`src/rtl/i2c_retry_pkg.sv`:
```
package i2c_retry_pkg;
  typedef enum logic [2:0] {
    RES_OK      = 3'd0,
    RES_TIMEOUT = 3'd1,
    RES_NACK    = 3'd2,
    RES_BUS     = 3'd3,
    RES_RECFAIL = 3'd4
  } result_e;

  typedef enum logic [1:0] {
    CLS_PASS,
    CLS_NACK,
    CLS_TMO,
    CLS_BUS
  } xfer_class_e;

  typedef enum logic [2:0] {
    ST_IDLE,
    ST_XFER,
    ST_REC,
    ST_SETTLE,
    ST_DONE
  } state_e;
endpackage

```
`src/rtl/i2c_retry_classify.sv`:
```
module i2c_retry_classify
  import i2c_retry_pkg::*;
(
  input  logic        nack,
  input  logic        hw_tmo,
  input  logic        sw_tmo,
  input  logic        bus_err,
  output xfer_class_e cls,
  output logic        clr_hw_flag
);
  // Priority: not-acknowledged, then timeout, then other bus fault.
  always_comb begin
    if (nack)                 cls = CLS_NACK;
    else if (hw_tmo | sw_tmo) cls = CLS_TMO;
    else if (bus_err)         cls = CLS_BUS;
    else                      cls = CLS_PASS;
  end

  assign clr_hw_flag = hw_tmo & ~nack;
endmodule

```
`src/rtl/i2c_retry_attempts.sv`:
```
module i2c_retry_attempts #(
  parameter int MRW = 3
) (
  input  logic           clk,
  input  logic           rst_n,
  input  logic           clear,
  input  logic           inc,
  input  logic [MRW-1:0] limit_in,
  output logic           first,
  output logic           last
);
  logic [MRW-1:0] cnt_q;
  logic [MRW-1:0] limit_q;

  always_ff @(posedge clk or negedge rst_n) begin
    if (!rst_n) begin
      cnt_q   <= '0;
      limit_q <= '0;
    end else if (clear) begin
      cnt_q   <= '0;
      limit_q <= limit_in;
    end else if (inc && !last) begin
      cnt_q <= cnt_q + 1'b1;
    end
  end

  assign first = (cnt_q == '0);
  assign last  = (cnt_q == limit_q);

  // the attempt index never passes the stored retry limit
  a_r7_attempt_bound: assert property (@(posedge clk) disable iff (!rst_n)
    cnt_q <= limit_q);
endmodule

```
`src/rtl/i2c_retry_settle.sv`:
```
module i2c_retry_settle #(
  parameter int SETTLE_CYCLES = 500000
) (
  input  logic clk,
  input  logic rst_n,
  input  logic load,
  output logic expired
);
  localparam int TW = (SETTLE_CYCLES > 1) ? $clog2(SETTLE_CYCLES) : 1;
  localparam logic [TW-1:0] LOAD_VAL = TW'(SETTLE_CYCLES - 1);

  logic [TW-1:0] cnt_q;

  always_ff @(posedge clk or negedge rst_n) begin
    if (!rst_n)             cnt_q <= '0;
    else if (load)          cnt_q <= LOAD_VAL;
    else if (cnt_q != '0)   cnt_q <= cnt_q - 1'b1;
  end

  assign expired = (cnt_q == '0);

  // once run down, the timer stays expired until reloaded
  a_r6_expiry_holds: assert property (@(posedge clk) disable iff (!rst_n)
    expired && !load |=> expired);
endmodule

```
`src/rtl/i2c_retry_ctrl.sv`:
```
module i2c_retry_ctrl
  import i2c_retry_pkg::*;
#(
  parameter int MRW           = 3,
  parameter int SETTLE_CYCLES = 500000
) (
  input  logic           clk,
  input  logic           rst_n,
  input  logic           req_valid,
  output logic           req_ready,
  input  logic [MRW-1:0] max_retries,
  output logic           done,
  output logic [2:0]     result,
  output logic           xfer_req,
  input  logic           xfer_ack,
  input  logic           xfer_nack,
  input  logic           xfer_hw_tmo,
  input  logic           xfer_sw_tmo,
  input  logic           xfer_bus_err,
  output logic           tmo_clr,
  output logic           rec_req,
  input  logic           rec_ack
);
  state_e      state_q, state_d;
  result_e     res_q, res_d;
  logic        clr_q, clr_d;
  xfer_class_e cls;
  logic        clr_hw;
  logic        first_att, last_att;
  logic        accept, retry, tmr_load, tmr_exp;

  i2c_retry_classify u_cls (
    .nack        (xfer_nack),
    .hw_tmo      (xfer_hw_tmo),
    .sw_tmo      (xfer_sw_tmo),
    .bus_err     (xfer_bus_err),
    .cls         (cls),
    .clr_hw_flag (clr_hw)
  );

  i2c_retry_attempts #(.MRW(MRW)) u_att (
    .clk      (clk),
    .rst_n    (rst_n),
    .clear    (accept),
    .inc      (retry),
    .limit_in (max_retries),
    .first    (first_att),
    .last     (last_att)
  );

  i2c_retry_settle #(.SETTLE_CYCLES(SETTLE_CYCLES)) u_settle (
    .clk     (clk),
    .rst_n   (rst_n),
    .load    (tmr_load),
    .expired (tmr_exp)
  );

  always_comb begin
    state_d  = state_q;
    res_d    = res_q;
    clr_d    = 1'b0;
    accept   = 1'b0;
    retry    = 1'b0;
    tmr_load = 1'b0;
    unique case (state_q)
      ST_IDLE: if (req_valid) begin
        accept  = 1'b1;
        state_d = ST_XFER;
      end
      ST_XFER: if (xfer_ack) begin
        unique case (cls)
          CLS_PASS: begin state_d = ST_DONE; res_d = RES_OK;   end
          CLS_NACK: begin state_d = ST_DONE; res_d = RES_NACK; end
          CLS_TMO: begin
            state_d = ST_REC;
            clr_d   = clr_hw;
          end
          CLS_BUS: begin
            if (first_att) state_d = ST_REC;
            else begin state_d = ST_DONE; res_d = RES_BUS; end
          end
        endcase
      end
      ST_REC: if (rec_ack) begin
        tmr_load = 1'b1;
        state_d  = ST_SETTLE;
      end
      ST_SETTLE: if (tmr_exp) begin
        if (last_att) begin
          state_d = ST_DONE;
          res_d   = RES_RECFAIL;
        end else begin
          retry   = 1'b1;
          state_d = ST_XFER;
        end
      end
      ST_DONE: state_d = ST_IDLE;
      default: state_d = ST_IDLE;
    endcase
  end

  always_ff @(posedge clk or negedge rst_n) begin
    if (!rst_n) begin
      state_q <= ST_IDLE;
      res_q   <= RES_OK;
      clr_q   <= 1'b0;
    end else begin
      state_q <= state_d;
      res_q   <= res_d;
      clr_q   <= clr_d;
    end
  end

  assign req_ready = (state_q == ST_IDLE);
  assign xfer_req  = (state_q == ST_XFER);
  assign rec_req   = (state_q == ST_REC);
  assign done      = (state_q == ST_DONE);
  assign result    = res_q;
  assign tmo_clr   = clr_q;

  // request to the engine holds until acknowledged
  a_r2_req_hold: assert property (@(posedge clk) disable iff (!rst_n)
    xfer_req && !xfer_ack |=> xfer_req);

  // a not-acknowledged reply ends the sequence with code 2, no recovery
  a_r3_nack_ends: assert property (@(posedge clk) disable iff (!rst_n)
    xfer_req && xfer_ack && xfer_nack |=> done && !rec_req && result == 3'd2);

  // the flag-clear strobe is a single cycle and comes with recovery
  a_r4_clr_single: assert property (@(posedge clk) disable iff (!rst_n)
    tmo_clr |=> !tmo_clr);
  a_r4_clr_with_rec: assert property (@(posedge clk) disable iff (!rst_n)
    tmo_clr |-> rec_req);

  // done is a one-cycle pulse followed by idle
  a_r8_done_pulse: assert property (@(posedge clk) disable iff (!rst_n)
    done |=> !done && req_ready);
  a_r8_no_reserved_code: assert property (@(posedge clk) disable iff (!rst_n)
    done |-> result != 3'd1);
endmodule

```
`config.mk`:
```
export PLATFORM = sky130hd
export DESIGN_NAME = i2c_retry_ctrl
export DESIGN_NICKNAME = d
export VERILOG_FILES = /design/src/rtl/i2c_retry_pkg.sv /design/src/rtl/i2c_retry_classify.sv /design/src/rtl/i2c_retry_attempts.sv /design/src/rtl/i2c_retry_settle.sv /design/src/rtl/i2c_retry_ctrl.sv
export SDC_FILE = /design/constraint.sdc
export NUM_CORES = 1
export LEC_CHECK = 0
export BUFFER_PORTS_ARGS = -buffer_cell sky130_fd_sc_hd__buf_4
export CORE_MARGIN = 2
export CORE_UTILIZATION = 30
export DETAILED_ROUTE_END_ITERATION = 10
export PLACE_DENSITY = 0.54
export SLEW_MARGIN = 20
export SYNTH_ARGS = -nofsm -noshare
export SYNTH_HDL_FRONTEND = slang
export SYNTH_SLANG_ARGS = --single-unit
```
`constraint.sdc`:
```
create_clock -name clk -period 1.99 [get_ports clk]
set_clock_uncertainty 0.2 [all_clocks]
set_input_delay 0 -clock clk [delete_from_list [all_inputs] [get_ports clk]]
set_output_delay 0 -clock clk [all_outputs]
set_load 0.01 [all_outputs]
```
==> results of run 1 <==
-- stage by stage --
step / hold slack [ns] / instance area, µm²
after floorplan: -0.496 / 2000
after global placement: -0.227 / 2450
after detailed placement: -0.233 / 2450
after CTS: 0.00162 / 2670
after global routing: 0.0516 / 2810
final: -0.0119 / 2810
-- power breakdown --
part / internal (mW) / leakage (nW) / switching [mW]
Sequential: 0.852 / 0.383 / 0.178
Combinational: 0.774 / 0.769 / 0.732
Clock: 0.442 / 0.0645 / 0.254
-- metal layers --
metal,vias to the layer above,GRT usage (%),wire length (µm)
met5,-,0,0
li1,915,-,-
met4,0,4.76,75
met1,882,18.0,2370
met2,12,24.0,2410
met3,6,2.98,89
-- final timing paths --
path                                                startpoint                        endpoint  slack, ns  depth (start not counted)
max in group asynchronous                                rst_n   u_settle.cnt_q[4]$_DFFE_PN0P_       1.27                          2
worst min-delay path                                     rst_n           result[2]$_DFFE_PN0P_      -0.01                          2
worst min register to register  u_settle.cnt_q[18]$_DFFE_PN0P_  u_settle.cnt_q[18]$_DFFE_PN0P_       0.31                          2
worst max register to register   u_settle.cnt_q[1]$_DFFE_PN0P_  u_settle.cnt_q[11]$_DFFE_PN0P_       0.02                          5
worst max-delay path             u_settle.cnt_q[1]$_DFFE_PN0P_  u_settle.cnt_q[11]$_DFFE_PN0P_       0.02                          5
min in group clk                                     req_valid      u_att.cnt_q[1]$_DFFE_PN0P_       0.02                          4
-- synth_stat cells (all sizes together), types with 3 or more instances --
cell type,count,area share (%)
inv,9,1.7
or2,6,1.9
and3,3,0.94
nand2b,3,0.94
clkbuf,5,0.94
nor4,5,2.3
a21oi,10,2.5
xor2,3,1.3
nand2,22,4.5
nand3,8,2.3
nor2b,5,1.6
nand4,3,1.7
mux2i,10,5.0
buf,4,1.9
o21ai,9,2.3
or4,3,1.1
mux2,3,1.7
dfrtp,32,40
nor2,16,3.0
ha,6,3.8
nor3b,3,1.1
o31ai,4,1.5
or3,3,0.94
nor3,11,3.0
o211ai,3,1.1
-- flip-flops by register name (all words and copies together), names as in the netlist --
register,count
u_att.cnt_q,3
state_q,3
result,3
u_settle.cnt_q,19
u_att.limit_q,3
tmo_clr,1
-- kinds of logic (layout without fill, tap and decap cells) --
group | Yosys count | count (layout) | share of synthesized area, %
compound gates | 41 | 41 | 13.3
xor+xnor | 3 | 3 | 1.32
fa+ha+maj | 6 | 6 | 3.76
buf+inv | 18 | 84 | 4.57
flops | 32 | 32 | 40.1
mux | 13 | 13 | 6.70
simple gates | 100 | 101 | 30.2
-- worst max-delay path, stage by stage (launching register included) --
cell,delay (ns)
dfrtp_1,0.39
buf_4,0.15
or3_4,0.42
buf_4,0.17
or4_1,0.40
a21oi_1,0.17
-- layout make-up --
type | count | area, µm²
fillers | 626 | 3580
multi-input cells | 164 | 1210
inverters | 9 | 33.8
clock inverters | 1 | 30.0
flip-flops and latches | 32 | 802
well taps | 77 | 96.3
repair buffers | 67 | 534
clock buffers | 7 | 96.3
-- timing repair --
item / in CTS / in global routing
hold buffers: 8 / 0
gates resized for setup: 4 / 19
cloned: 0 / 1
endpoints found under the setup margin: 2 / 16
pin swaps: 0 / 6
buffers inserted: 0 / 4
hold endpoints to repair: 38 / 0
==> impl_results.md, run 1 <==
* Number of global-route vias before repair at 1,794
* Drt pass-1 iters at 4
* Starting Density at approximately 31%
* Fin nets at ~300
* Util after Layout at between 40% and 50%
* DRT Wirelength at around 4900 µm
* Synthesized area per cell at 9.38 µm²
* Rel. slew slack at 58.4%
* DR vias/cell at 5.08
* Die width at ~86 µm
* # DRC at 0
* Initial DRC count at 95
* Root Driver: clkbuf_8
* Sequential element share of the synthesized area at 40.1%
* Dpl hpwl at roughly 3500 µm
* CP endpoint kind: flip-flop
* Outcome: finished, violations left
* GRT Resource Usage Total at 14.2%
* Max Clk Rate at just over 500 MHz
* Period utilization at just under 100%
* Die H at 85.6 µm
* Endpoints failing hold at 26
* Number of synthesized flops with an enable pin at 0
* CTS tree: yes
* Setup_tns at 0 ns
* Setup violators final at 0
* Setup CP Type: flip-flop to flip-flop
* Pleak at 1.22 nW
* Htree depth at 2
* Final Critical Period at 1.97 ns
* Clock sinks at 32
* Slew Viols, Final at 0
* Clock latency on the worst-skew pair at approximately 0.29 ns
* FFs w/ async S/R, synth at 100%
* Layout overhead on the synthesized area at 40.4%
* Most frequent cells in the layout: buf_4, dfrtp_1, nand2_1
* Unrepaired setup endpoints after global routing: yes
* Hold Crit Class: input pin to asynchronous set/reset pin
* Main synth FF type: dfrtp_1
* Yosys reg bits at 32
* Final worst slack at around 0.016 ns
* Cells after Synth at around 210
* Worst-margin pin slew at between 0.6 and 0.7 ns
* Core ar. at about 6400 µm²
* Row cnt at 29
* Post-place setup slack at -0.0218 ns
* Worst hold slack at -0.0119 ns
* Antenna-violating nets left at 0
* CP Launch Type: flip-flop
* Largest net degree at the start of global routing at 33
* Final Wtd Congestion at around 0.80
* Mapped Area at about 2000 µm²
* WP data required at around 2 ns
* Grt ovf at 0
* Clock Path Buffers at 2
* Netlist cell types at 51
* Peak VDD IR at between 0.3 and 0.4 mV
* Die area at about 7300 µm²
* Clock transition at the registers of the reported paths at 0.07 ns
* Placed cells at 336
* Most common cell after layout, fill and taps aside: buf_4
* Ys Warns at 0
* PortBufs at 19
* CP max FO at 5
* Syn Nets at 231
* Max Cap Violations at 0
* Arr. time, crit path at between 1.5 and 2 ns
* Power density cells at approximately 1200 nW/µm²
* Failing checks: negative hold slack
* N_diodes at 0
* Non-Filler Instances at ~360
* Total CTS buffers at 5
* Fraction of layout cells with a size suffix above 1 at between 30 and 40%
* Via count at 1,815
* Overall power at 3.23 mW
* Initial antenna violation count at 0
* Routed len/inst at about 14 µm
* IO Pins at 20
* Global-route wire length before repair at roughly 8300 µm
(Power assumes the default switching activity.)
==> run 2: changes to the inputs <==
--- a/config.mk
+++ b/config.mk
@@ -7,9 +7,9 @@
 export LEC_CHECK = 0
 export BUFFER_PORTS_ARGS = -buffer_cell sky130_fd_sc_hd__buf_4
 export CORE_MARGIN = 2
-export CORE_UTILIZATION = 30
+export CORE_UTILIZATION = 33
 export DETAILED_ROUTE_END_ITERATION = 10
-export PLACE_DENSITY = 0.54
+export PLACE_DENSITY = 0.57
 export SLEW_MARGIN = 20
 export SYNTH_ARGS = -nofsm -noshare
 export SYNTH_HDL_FRONTEND = slang
==> run 2 against run 1 <==
The flow now finishes without violations; flip-flop and latch count unchanged; global-route usage increased by 1.6 points; total power shrank 3.2%; cell count is 0.84% lower; core utilization up 3.8 points; critical endpoint is now result[1]$_DFFE_PN0P_; clock power is 9.9% lower.
==> impl_results.md, run 2 (synthesized netlist as in run 1, its figures left out) <==
* Post-place setup slack at -0.0137 ns (+0.00809 ns)
* FF/Latch Area at 802 µm² (unchanged)
* Max Clk Rate at 519 MHz (+2.4%)
* Cell area after layout at 2810 µm² (+0.22%)
* Outcome: complete, no violations
* Max Cap Violations at 0 (unchanged)
* Clock power share at 20.0% (-1.5 points)
* CTS tree: yes
* CP max FO at 6 (+1)
* Clock Path Buffers at 2 (unchanged)
* P_int at 1.97 mW (-4.6%)
* Rel. slew slack at 54.8% (-3.6 points)
* CP endpoint kind: flip-flop
* Most frequent cells in the layout: buf_4, dfrtp_1, nand2_1
* Initial antenna violation count at 0 (unchanged)
* # fillers at 537 (-14%)
* GRT Resource Usage Total at 15.8% (+1.6 points)
* Number of global-route vias before repair at 1,686 (-6.0%)
* Overall power at 3.13 mW (-3.2%)
* IO Pins at 20 (unchanged)
* Starting Density at 33.9% (+2.7 points)
* Dpl hpwl at 3350 µm (-3.8%)
* Layout overhead on the synthesized area at 40.7%
* Antenna-violating nets left at 0 (unchanged)
* Fin nets at 296 (-0.34%)
* Peak VDD IR at 0.365 mV (+1.8%)
* Biggest register: u_settle.cnt_q
* Htree depth at 2 (unchanged)
* Die width at 81.8 µm (-4.4%)
* DRT Wirelength at 4870 µm (-1.5%)
* Drt pass-1 iters at 4 (unchanged)
* Endpoints failing hold at 0 (-100%)
* # DRC at 0 (unchanged)
* Clock sinks at 32 (unchanged)
* Arr. time, crit path at 1.90 ns (-0.08 ns)
* Routed len/inst at 13.7 µm (-0.66%)
* Setup violators final at 0 (unchanged)
* WP data required at 1.96 ns (-0.04 ns)
* Max FFs per register at 19 (unchanged)
* Pleak at 1.21 nW (-0.55%)
* Die area at 6690 µm² (-8.7%)
* Period utilization at 96.9% (-2.3 points)
* Initial DRC count at 127 (+34%)
* Global-route wire length before repair at 8130 µm (-1.9%)
* Die H at 81.8 µm (-4.4%)
* CP Launch Type: flip-flop
* Power density cells at 1110 nW/µm² (-3.4%)
* Final worst slack at 0.0617 ns (+0.0462 ns)
* Area after DPL at 2410 µm² (-1.6%)
* Switching Share at 37.0% (+0.93 points)
* Root Driver: clkbuf_8
* Row cnt at 28 (-3.4%)
* Fraction of layout cells with a size suffix above 1 at 34.8% (-0.95 points)
* Gate power share at 46.4% (-0.2 points)
* Slew Viols, Final at 0 (unchanged)
* Worst-margin pin slew at 0.673 ns (+0.0533 ns)
* Clock latency on the worst-skew pair at 0.29 ns (about the same)
* Hold Crit Class: input pin to flip-flop
* Sw Pwr at 1.16 mW (-0.73%)
* Most common cell after layout, fill and taps aside: buf_4
* Unrepaired setup endpoints after global routing: yes
* Final Critical Period at 1.93 ns (-0.0462 ns)
* Final Wtd Congestion at 0.841 (+5.6%)
* Grt ovf at 0 (unchanged)
* Core ar. at 5890 µm² (-7.8%)
* Largest net degree at the start of global routing at 24 (-27%)
* Clock transition at the registers of the reported paths at 0.07 ns (about the same)
* DR vias/cell at 5.18 (+1.8%)
* Area of the multi-input gates at 1230 µm² (+1.5%)
* Total CTS buffers at 5 (unchanged)
* Via count at 1,833 (+0.99%)
* PortBufs at 19 (unchanged)
* N_diodes at 0 (unchanged)
* Sequential share of power at 33.6% (+1.7 points)
* Setup CP Type: flip-flop to flip-flop
run 2: area by class of cell:
cell class | instances | share of cell area, %
multi-input combinational | 164 | 43.8
sequential | 32 | 28.5
timing repair buffer | 66 | 19.3
tap | 75 | 3.34
clock buffer | 6 | 2.58
clock inverter | 2 | 1.25
inverter | 9 | 1.20
run 2: per-stage QoR:
stage / utilization [%] / setup TNS (ns) / instances / hold WS, ns
after floorplan: - / 0 / 213 / -0.496
after global placement: 41.0 / 0 / 329 / -0.230
after detailed placement: 41.0 / -0.0248 / 329 / -0.235
after CTS: 45.1 / 0 / 349 / 0.0123
after global routing: 47.8 / -0.139 / 354 / 0.0352
final: 47.8 / 0 / 354 / 0.0115
run 2: repair_timing:
| item | 4_1_cts | 5_1_grt |
|---|---|---|
| pin swaps | 0 | 4 |
| gates resized for setup | 2 | 23 |
| endpoints found under the setup margin | 2 | 18 |
| hold endpoints to repair | 38 | 0 |
| buffers inserted | 0 | 4 |
| hold buffers | 12 | 0 |
| cloned | 0 | 1 |
run 2: metal layers:
layer  global-route usage, %  vias to the layer above  share of wire (%)
met5                       0                        -                  0
li1                        -                      910                  -
met3                    3.08                        7                2.9
met1                    21.6                      887                 47
met2                    25.0                       29                 48
met4                    5.17                        0                1.6
run 2: critical path, stage by stage (launching register included):
cell and delay [ns]:
dfrtp_2 0.45, or3_4 0.43, nor3_4 0.20, buf_6 0.14, nand2_4 0.05, a311o_1 0.34
run 2: power by group through the flow:
stage	Sequential [mW]	Clock, mW	Combinational, mW
6_report	1.05	0.627	1.45
5_1_grt	1.09	0.657	1.60
4_1_cts	1.02	0.633	1.34
3_5_place_dp	1.03	0	1.30
3_3_place_gp	1.03	0	1.29
2_1_floorplan	1.02	0	0.783
run 2: path summary, 6_finish.rpt:
check | from | slack [ns] | endpoint | depth (start not counted)
setup / recovery | u_settle.cnt_q[4]$_DFFE_PN0P_ | 0.06 | result[1]$_DFFE_PN0P_ | 5
hold / removal | req_valid | 0.01 | u_att.cnt_q[2]$_DFFE_PN0P_ | 4
setup reg to reg | u_settle.cnt_q[4]$_DFFE_PN0P_ | 0.06 | result[1]$_DFFE_PN0P_ | 5
hold reg to reg | u_settle.cnt_q[18]$_DFFE_PN0P_ | 0.30 | u_settle.cnt_q[18]$_DFFE_PN0P_ | 2
max in group asynchronous | rst_n | 0.21 | u_att.cnt_q[1]$_DFFE_PN0P_ | 4
min in group asynchronous | rst_n | 0.54 | result[2]$_DFFE_PN0P_ | 4
